`src/rtl/hop_pkg.sv`:
```
package hop_pkg;
    localparam int NUM_ENT    = 8;
    localparam int IDX_W      = $clog2(NUM_ENT);
    localparam int NUM_REGS   = 68;
    localparam int ADDR_W     = $clog2(NUM_REGS);
    localparam int CTRL_ADDR  = 6;
    localparam int COUNT_ADDR = 35;
    localparam int NCO_BASE   = 36;
    localparam int EXT_BIT    = 2;
    localparam int SW_LSB     = 5;

    typedef struct packed {
        logic [IDX_W-1:0] idx;
        logic             chg;
    } hop_state_t;

    function automatic int synth_base(input int x);
        return (x == 0) ? 0 : 3 + 4 * x;
    endfunction

    function automatic int nco_base(input int x);
        return NCO_BASE + 4 * x;
    endfunction
endpackage

```
`src/rtl/hop_regbank.sv`:
```
module hop_regbank
    import hop_pkg::*;
(
    input  logic                            clk,
    input  logic                            rst_n,
    input  logic                            wr_en,
    input  logic [ADDR_W-1:0]               wr_addr,
    input  logic [7:0]                      wr_data,
    input  logic [ADDR_W-1:0]               rd_addr,
    output logic [7:0]                      rd_data,
    output logic [NUM_ENT-1:0][31:0]        synth_tab,
    output logic [NUM_ENT-1:0][31:0]        nco_tab,
    output logic [7:0]                      ctrl_byte,
    output logic [7:0]                      count_byte
);
    localparam logic [ADDR_W-1:0] LAST_ADDR = ADDR_W'(NUM_REGS - 1);

    logic [7:0] regs_q [NUM_REGS];
    logic [7:0] regs_d [NUM_REGS];

    always_comb begin
        for (int i = 0; i < NUM_REGS; i++) regs_d[i] = regs_q[i];
        if (wr_en && (wr_addr <= LAST_ADDR)) regs_d[wr_addr] = wr_data;
    end

    always_ff @(posedge clk or negedge rst_n) begin
        if (!rst_n) begin
            for (int i = 0; i < NUM_REGS; i++) regs_q[i] <= '0;
        end else begin
            for (int i = 0; i < NUM_REGS; i++) regs_q[i] <= regs_d[i];
        end
    end

    assign rd_data    = (rd_addr <= LAST_ADDR) ? regs_q[rd_addr] : 8'h00;
    assign ctrl_byte  = regs_q[CTRL_ADDR];
    assign count_byte = regs_q[COUNT_ADDR];

    for (genvar x = 0; x < NUM_ENT; x++) begin : g_tab
        localparam int SB = synth_base(x);
        localparam int NB = nco_base(x);
        assign synth_tab[x] = {regs_q[SB+3], regs_q[SB+2], regs_q[SB+1], regs_q[SB]};
        assign nco_tab[x]   = {regs_q[NB+3], regs_q[NB+2], regs_q[NB+1], regs_q[NB]};
    end

    AST_CTRL_WRITE_LANDS: assert property (@(posedge clk) disable iff (!rst_n)
        (wr_en && wr_addr == ADDR_W'(CTRL_ADDR)) |=> ctrl_byte == $past(wr_data));
endmodule

```
`src/rtl/hop_strobe_sync.sv`:
```
module hop_strobe_sync #(
    parameter int STAGES = 2
) (
    input  logic clk,
    input  logic rst_n,
    input  logic strobe_async,
    output logic strobe_pulse
);
    localparam int LEN = STAGES + 1;

    logic [LEN-1:0] sync_q;
    logic [LEN-1:0] sync_d;

    always_comb begin
        sync_d = {sync_q[LEN-2:0], strobe_async};
    end

    always_ff @(posedge clk or negedge rst_n) begin
        if (!rst_n) sync_q <= '0;
        else        sync_q <= sync_d;
    end

    assign strobe_pulse = sync_q[STAGES-1] & ~sync_q[STAGES];

    AST_PULSE_SINGLE: assert property (@(posedge clk) disable iff (!rst_n)
        strobe_pulse |=> !strobe_pulse);
endmodule

```
`src/rtl/hop_index.sv`:
```
module hop_index
    import hop_pkg::*;
(
    input  logic             clk,
    input  logic             rst_n,
    input  logic [7:0]       ctrl_byte,
    input  logic [7:0]       count_byte,
    input  logic             strobe_pulse,
    output logic [IDX_W-1:0] idx,
    output logic             chg
);
    localparam logic [IDX_W:0] FULL = (IDX_W+1)'(NUM_ENT);

    hop_state_t st_q, st_d;
    logic             ext_en;
    logic [IDX_W-1:0] sw_idx;
    logic [IDX_W:0]   n_eff;
    logic [IDX_W:0]   idx_inc;

    always_comb begin
        ext_en  = ctrl_byte[EXT_BIT];
        sw_idx  = ctrl_byte[SW_LSB +: IDX_W];
        n_eff   = (count_byte == 8'd0 || count_byte > 8'(NUM_ENT)) ? FULL : count_byte[IDX_W:0];
        idx_inc = {1'b0, st_q.idx} + 1'b1;
        st_d    = st_q;
        if (!ext_en) begin
            st_d.idx = sw_idx;
        end else if (strobe_pulse) begin
            st_d.idx = (idx_inc >= n_eff) ? '0 : idx_inc[IDX_W-1:0];
        end
        st_d.chg = (st_d.idx != st_q.idx);
    end

    always_ff @(posedge clk or negedge rst_n) begin
        if (!rst_n) st_q <= '0;
        else        st_q <= st_d;
    end

    assign idx = st_q.idx;
    assign chg = st_q.chg;

    AST_SW_SELECT: assert property (@(posedge clk) disable iff (!rst_n)
        !ext_en |=> idx == $past(sw_idx));
    AST_HOLD_NO_STROBE: assert property (@(posedge clk) disable iff (!rst_n)
        (ext_en && !strobe_pulse) |=> $stable(idx));
    AST_WRAP_ZERO: assert property (@(posedge clk) disable iff (!rst_n)
        (ext_en && strobe_pulse && ({1'b0, idx} + 1'b1 >= n_eff)) |=> idx == '0);
    AST_CHG_ON_MOVE: assert property (@(posedge clk) disable iff (!rst_n)
        ##1 (chg == (idx != $past(idx))));
endmodule

```
`src/rtl/hop_seq_top.sv`:
```
module hop_seq_top
    import hop_pkg::*;
(
    input  logic              clk,
    input  logic              rst_n,
    input  logic              wr_en,
    input  logic [ADDR_W-1:0] wr_addr,
    input  logic [7:0]        wr_data,
    input  logic [ADDR_W-1:0] rd_addr,
    output logic [7:0]        rd_data,
    input  logic              hop_strobe,
    output logic [31:0]       synth_word,
    output logic [31:0]       nco_word,
    output logic              word_chg
);
    logic [NUM_ENT-1:0][31:0] synth_tab;
    logic [NUM_ENT-1:0][31:0] nco_tab;
    logic [7:0]               ctrl_byte;
    logic [7:0]               count_byte;
    logic                     strobe_pulse;
    logic [IDX_W-1:0]         idx;

    hop_regbank u_bank (
        .clk        (clk),
        .rst_n      (rst_n),
        .wr_en      (wr_en),
        .wr_addr    (wr_addr),
        .wr_data    (wr_data),
        .rd_addr    (rd_addr),
        .rd_data    (rd_data),
        .synth_tab  (synth_tab),
        .nco_tab    (nco_tab),
        .ctrl_byte  (ctrl_byte),
        .count_byte (count_byte)
    );

    hop_strobe_sync #(.STAGES(2)) u_sync (
        .clk          (clk),
        .rst_n        (rst_n),
        .strobe_async (hop_strobe),
        .strobe_pulse (strobe_pulse)
    );

    hop_index u_idx (
        .clk          (clk),
        .rst_n        (rst_n),
        .ctrl_byte    (ctrl_byte),
        .count_byte   (count_byte),
        .strobe_pulse (strobe_pulse),
        .idx          (idx),
        .chg          (chg_int)
    );

    logic chg_int;

    assign synth_word = synth_tab[idx];
    assign nco_word   = nco_tab[idx];
    assign word_chg   = chg_int;
endmodule

```
`config.mk`:
```
export PLATFORM = sky130hd
export DESIGN_NAME = hop_seq_top
export DESIGN_NICKNAME = d
export VERILOG_FILES = /design/src/rtl/hop_pkg.sv /design/src/rtl/hop_regbank.sv /design/src/rtl/hop_strobe_sync.sv /design/src/rtl/hop_index.sv /design/src/rtl/hop_seq_top.sv
export SDC_FILE = /design/constraint.sdc
export NUM_CORES = 1
export LEC_CHECK = 0
export ABC_AREA = 0
export BUFFER_PORTS_ARGS = -buffer_cell sky130_fd_sc_hd__buf_2
export CORE_MARGIN = 1.5
export CORE_UTILIZATION = 25
export CTS_BUF_LIST = sky130_fd_sc_hd__clkbuf_8
export DETAILED_ROUTE_END_ITERATION = 12
export GPL_TIMING_DRIVEN = 0
export SYNTH_ARGS = -nofsm -noshare
export SYNTH_HDL_FRONTEND = slang
export SYNTH_SLANG_ARGS = --single-unit
```
`constraint.sdc`:
```
create_clock -name clk -period 3.4 [get_ports clk]
set_input_delay 0.68 -clock clk [delete_from_list [all_inputs] [get_ports clk]]
set_output_delay 0.68 -clock clk [all_outputs]
set_load 0.01 [all_outputs]
```
# After elaboration in Yosys (flattened, before gate mapping)

Index checks and enable logic that the tools add are counted.

$add $sub $neg: 1
Multiply operators: 0
Div/mod/pow operators: 0
$lt $le $gt $ge: 8
Equality and inequality tests: 1
Shift operators: 0
Multiplexer cells: 15
Bitwise operators: 4
Reduce and logical (&&, ||, !) cells: 4

Operators with widths:

| operator              | number |
|---|---|
| $bwmux W544           | 1 |
| $bmux W32 S3          | 2 |
| $mux W32              | 2 |
| $bmux W8 S7           | 1 |
| $demux W8 S7          | 1 |
| $mux W8               | 4 |
| $ge A8 B8 Y1 const B  | 2 |
| $not A7 Y8            | 2 |
| $le A7 B7 Y1 const B  | 2 |
| $mux W3               | 3 |
| $gt A8 B4 Y1 const B  | 1 |
| $logic_not A8 Y1      | 1 |
| $lt A8 B1 Y1 const B  | 1 |
| $add A3 B1 Y4 const B | 1 |
| $ge A4 B4 Y1          | 1 |
| $lt A3 B4 Y1 const B  | 1 |
| $mux W4               | 1 |
| $ne A3 B3 Y1          | 1 |
| $logic_and A1 B1 Y1   | 2 |
| $and A1 B1 Y1         | 1 |
| $logic_or A1 B1 Y1    | 1 |
| $not A1 Y1            | 1 |

Register bits: 551
Bits in latches: 0
Bits in writable memories: 0
ROM bits: 0
Input bits: 26
Output and inout port bits: 73
Logic and storage cells: 104
Memories kept: 0

# Longest topological paths before layout

Word-level depth: 8
Gate-level depth with buffers: 11
Gate-level depth less buffers: 11

# Modules after synthesis

Synthesis repeated with hierarchy kept, for this count alone.

Cell total of the unflattened synthesis: 2,486
Area, all modules: 33,427.1 µm²

Modules (own cells, without submodules):

| module          | instances | cells each | area each (µm²) |
|---|---|---|---|
| hop_regbank     | 1         | 2,201      | 29,029.1 |
| hop_seq_top     | 1         | 227        | 3,832.4 |
| hop_index       | 1         | 54         | 476.7 |
| hop_strobe_sync | 1         | 4          | 88.8 |

# Worst setup path after synthesis

No wires, ideal clock.

Path kind: input port to output port
Start: in rd_addr[0]
End: out rd_data[2]
Data arrival time: 2.393 ns
Required time: 2.720 ns
Path slack: 0.327 ns
Cell stages on the path: 8
Buffers on the path: 3
Cell sequence: buf_2 buf_2 buf_2 mux4_2 a221oi_1 nand2_1 nand3_1 nand3_1

Word-level cells in the longest chain between the ends: 5

RTL lines:

| what                                       | RTL line          | text |
|---|---|---|
| start: declaration                         | hop_seq_top.sv:9  | `input logic [ADDR_W-1:0] rd_addr,` |
| $not A7 Y8 (implied by the code)           | hop_regbank.sv:34 | `assign rd_data = (rd_addr <= LAST_ADDR) ? regs_q[rd_addr] : 8'h00;` |
| $bmux W8 S7                                | hop_regbank.sv:34 |  |
| $mux W8 (implied by the code) (2 in a row) | hop_regbank.sv:34 |  |
| $mux W8 (*)                                | hop_regbank.sv:34 |  |
| end: declaration                           | hop_seq_top.sv:10 | `output logic [7:0] rd_data,` |

Mark *: on every way between the ends. The rest lies on a longest branch, timed or not. The select of a mux whose other input is x is not followed.

# Worst setup path after layout

Start: reg u_bank.regs_q (netlist bit u_bank.synth_tab[128])
End: out rd_data[0]

Word-level cells in the longest chain between the ends: 4

RTL lines:

| what                                       | RTL line          | text |
|---|---|---|
| start: declaration                         | hop_regbank.sv:18 | `logic [7:0] regs_q [NUM_REGS];` |
| $bmux W8 S7                                | hop_regbank.sv:34 |  |
| $mux W8 (implied by the code) (2 in a row) | hop_regbank.sv:34 |  |
| $mux W8                                    | hop_regbank.sv:34 |  |

No other way between the ends. The select of a mux whose other input is x is not followed.

==> results_dict.tcl <==
set metrics [dict create \
    num_io_pins 99 \
    std_cell_rows 125 \
    cap_violations 0 \
    die-area_mm2 0.119 \
    wl_per_cell_um 33.1 \
    critical_path.reg2reg.endpoint "u_idx.chg" \
    ys_seq_area_share_pct 47.3 \
    drive_above_1_share_pct 62.1 \
    worst_ep_required_time_ns 2.72 \
    clk_pin_slew_ns 0.06 \
    layout.cells.most_common "sky130_fd_sc_hd__mux2_2" \
    worst-setup-path-type "reg -> out" \
    worst_hold_path.endpoint "u_sync.sync_q[0]" \
    crit_path_start_kind "flop" \
    arrival_ns 2.86 \
    via_count 20600 \
    clock_insertion_delay_worst_skew_ns 0.73 \
    largest_net_degree_at_the_start_of_global_routing 118 \
    globalRoute.totalOverflow 0 \
    tightest_slew_ns 1.08 \
    ff_latch_count_synth 551 \
    synthesis.yosys.warnings 0 \
    p_int_mw 11.2 \
    power.net_switching_mw 4.59 \
    clock_tree.root_cell "sky130_fd_sc_hd__clkbuf_8" \
    grt_pass1_wl_um 168000 \
    chipHeight_um 345 \
    ir_drop_v 0.000309 \
    hold_startpoint "hop_strobe" \
    power_switching_share_pct 29.0 \
    netlist_area_pre_place_mm2 0.0292 \
    vias_per_cell 5.59 \
    timing.final.max_slew_violations 0 \
    grt_antenna_before_repair 6 \
    clock.fmax_mhz 283 \
    worst_r2r_path_depth 9 \
    placed_area_mm2 0.0317 \
    layout_worst_path_cycle_share_pct 104 \
    dp_cells 3481 \
    p_comb_share_pct 16.4 \
    yosysUniqueCellTypes 48 \
    synthArstFlopShare_pct 100 \
    drtPass1Iterations 8 \
    timing.final.ws_setup_ns -0.137 \
    status "complete, but fails checks" \
    setup_total_negative_slack_ns -1.02 \
    cts_buffers 90 \
    clk_path_buf_depth 3 \
    worstHoldPathType "in -> reg" \
    hpwl_um 85000 \
    die-width_um 345 \
    yosys_most_used_dff "sky130_fd_sc_hd__dfrtp_1" \
    rrSetupSlack_ns 0.20 \
    stdcell_area_mm2 0.0352 \
    finalWirelength_um 122000 \
    first_global_vias 20600 \
    setup_viol 17 \
    final_hold_viol_count 0 \
    htree_levels 3 \
    drtIter0Drc 2854 \
    mappedNetlistNets 1896 \
    layout_common_cells "580 x sky130_fd_sc_hd__mux2_2, 548 x sky130_fd_sc_hd__dfrtp_1, 261 x sky130_fd_sc_hd__mux4_2" \
    timing.rr.start "u_idx.idx[2]" \
    clock-skew-final_ns 0.0239 \
    globalplace.congestion 0.977 \
    power.share.sequential_pct 45.6 \
    grt.total_usage_pct 20.5 \
    finalPower_mw 15.8 \
    nNetsFinal 2120 \
    power.density_mw_per_mm2 450 \
    timing.final.crit_period_ns 3.54 \
    rsz0062_at_grt "true" \
    drc 0 \
    cts_tree "built" \
    ant_nets 0 \
    synth_cells 1865 \
    initial_core_util_pct 25.2 \
    leakage_nw 15.6 \
    count_of_input_and_output_buffers 85 \
    synth_edf_count 0 \
    power_frac_clock_pct 38.0 \
    post_layout_nonfiller_instances 3678 \
    area_delta_synth_final_pct 20.6 \
    worst_setup_path_end_kind "output port" \
    failing_checks "setup timing" \
    core_region_area_mm2 0.116 \
    whs_path_depth 1 \
    cts.sink_count 551 \
    syn-mean-instance-area_um2 15.6 \
    timing.slew.headroom_pct 28.3 \
    path_max_fanout 2 \
]
[worst max-delay path, cell delays in order, from the launching register on]
cell	delay [ns]
sky130_fd_sc_hd__dfrtp_1	0.42
sky130_fd_sc_hd__mux4_2	0.54
sky130_fd_sc_hd__mux4_2	0.63
sky130_fd_sc_hd__a22oi_2	0.26
sky130_fd_sc_hd__nand3_4	0.14
sky130_fd_sc_hd__buf_6	0.16
[final cells by class]
cell class,count,area (um2)
Fill cell,11500,80700
Multi-Input combinational cell,1159,15000
Sequential cell,551,13800
Tap cell,1524,1910
Clock buffer,118,1620
Buffer,145,1350
Timing Repair Buffer,137,1270
Clock inverter,36,181
Inverter,5,18.8
Antenna cell,3,7.51
[logic make-up (layout without fill, tap and decap cells)]
logic type | after synthesis | in the layout | share of synthesized area (%)
compound gates | 85 | 85 | 2.05
xor+xnor | 4 | 4 | 0.120
fa+ha+maj | 5 | 5 | 0.214
buf+inv | 155 | 441 | 2.23
flops | 551 | 551 | 47.3
mux | 906 | 906 | 45.0
other cells | 0 | 3 | 0
simple gates | 159 | 159 | 3.11
[how the worst max path moves through the flow]
stage / endpoint / cells past startpoint / slack (ns) / start
6_report: rd_data[0] / 5 / -0.14 / u_bank.synth_tab[128]
5_1_grt: rd_data[0] / 5 / -0.20 / u_bank.synth_tab[128]
4_1_cts: rd_data[0] / 5 / -0.16 / u_bank.synth_tab[128]
3_5_place_dp: rd_data[2] / 8 / -1.88 / rd_addr[2]
3_3_place_gp: u_bank.nco_tab[204] / 1 / -10.31 / rst_n
2_1_floorplan: rd_data[2] / 8 / 0.33 / rd_addr[0]
[metal layers]
metal	share of wire, %	up-vias	wire [um]	global-route usage (%)
met5	0.021	-	25	0.0801
met4	5.7	4	6890	10.2
met3	13	327	15200	7.48
met2	42	1437	51200	29.0
met1	40	11100	48500	27.4
li1	-	7723	-	-
[power by group through the flow]
stage | clock, mW | sequential, mW | combinational (mW)
global placement | 0 | 7.31 | 2.17
global route | 6.33 | 7.24 | 2.67
finish | 6.01 | 7.22 | 2.59
floorplan | 0 | 7.17 | 1.31
CTS | 6.05 | 7.20 | 2.49
detailed placement | 0 | 7.32 | 2.22
[synthesized netlist by cell type, types with 13 or more instances]
cell type / n / area [um2]
sky130_fd_sc_hd__a21oi_1: 16 / 80.1
sky130_fd_sc_hd__a22oi_1: 17 / 128
sky130_fd_sc_hd__buf_1: 25 / 93.8
sky130_fd_sc_hd__buf_2: 35 / 175
sky130_fd_sc_hd__clkbuf_1: 84 / 315
sky130_fd_sc_hd__dfrtp_1: 551 / 13800
sky130_fd_sc_hd__mux2_2: 603 / 6790
sky130_fd_sc_hd__mux2i_1: 34 / 340
sky130_fd_sc_hd__mux4_2: 261 / 5880
sky130_fd_sc_hd__nand2_1: 18 / 67.6
sky130_fd_sc_hd__nand3_1: 24 / 120
sky130_fd_sc_hd__nor2_1: 13 / 48.8
sky130_fd_sc_hd__nor2_2: 67 / 419
sky130_fd_sc_hd__o21ai_0: 16 / 80.1
[stage by stage]
step,worst slack (ns),hold WS [ns],utilization [%]
final,-0.137,0.104,30.3
after global routing,-0.204,0.0954,30.3
after global placement,-10.31,0.336,27.2
after detailed placement,-1.88,0.347,27.3
after floorplan,0.327,0.331,-
after CTS,-0.156,0.0750,30.1
[what timing repair did]
action,4_1_cts,5_1_grt
pin swaps,17,6
endpoints found under the setup margin,74,22
hold buffers,1,0
gates cloned,6,1
endpoints found under the hold margin,53,0
resized for setup,322,39
buffers inserted,32,5
[registers in the layout, summed over array words and instances (netlist names)]
| name | count |
|---|---|
| u_bank.count_byte | 8 |
| u_bank.ctrl_byte | 8 |
| u_bank.nco_tab | 256 |
| u_bank.regs_q | 16 |
| u_bank.synth_tab | 256 |
| u_idx.chg | 1 |
| u_idx.idx | 3 |
| u_sync.sync_q | 3 |
No activity file was read; power rests on OpenSTA's default activity.
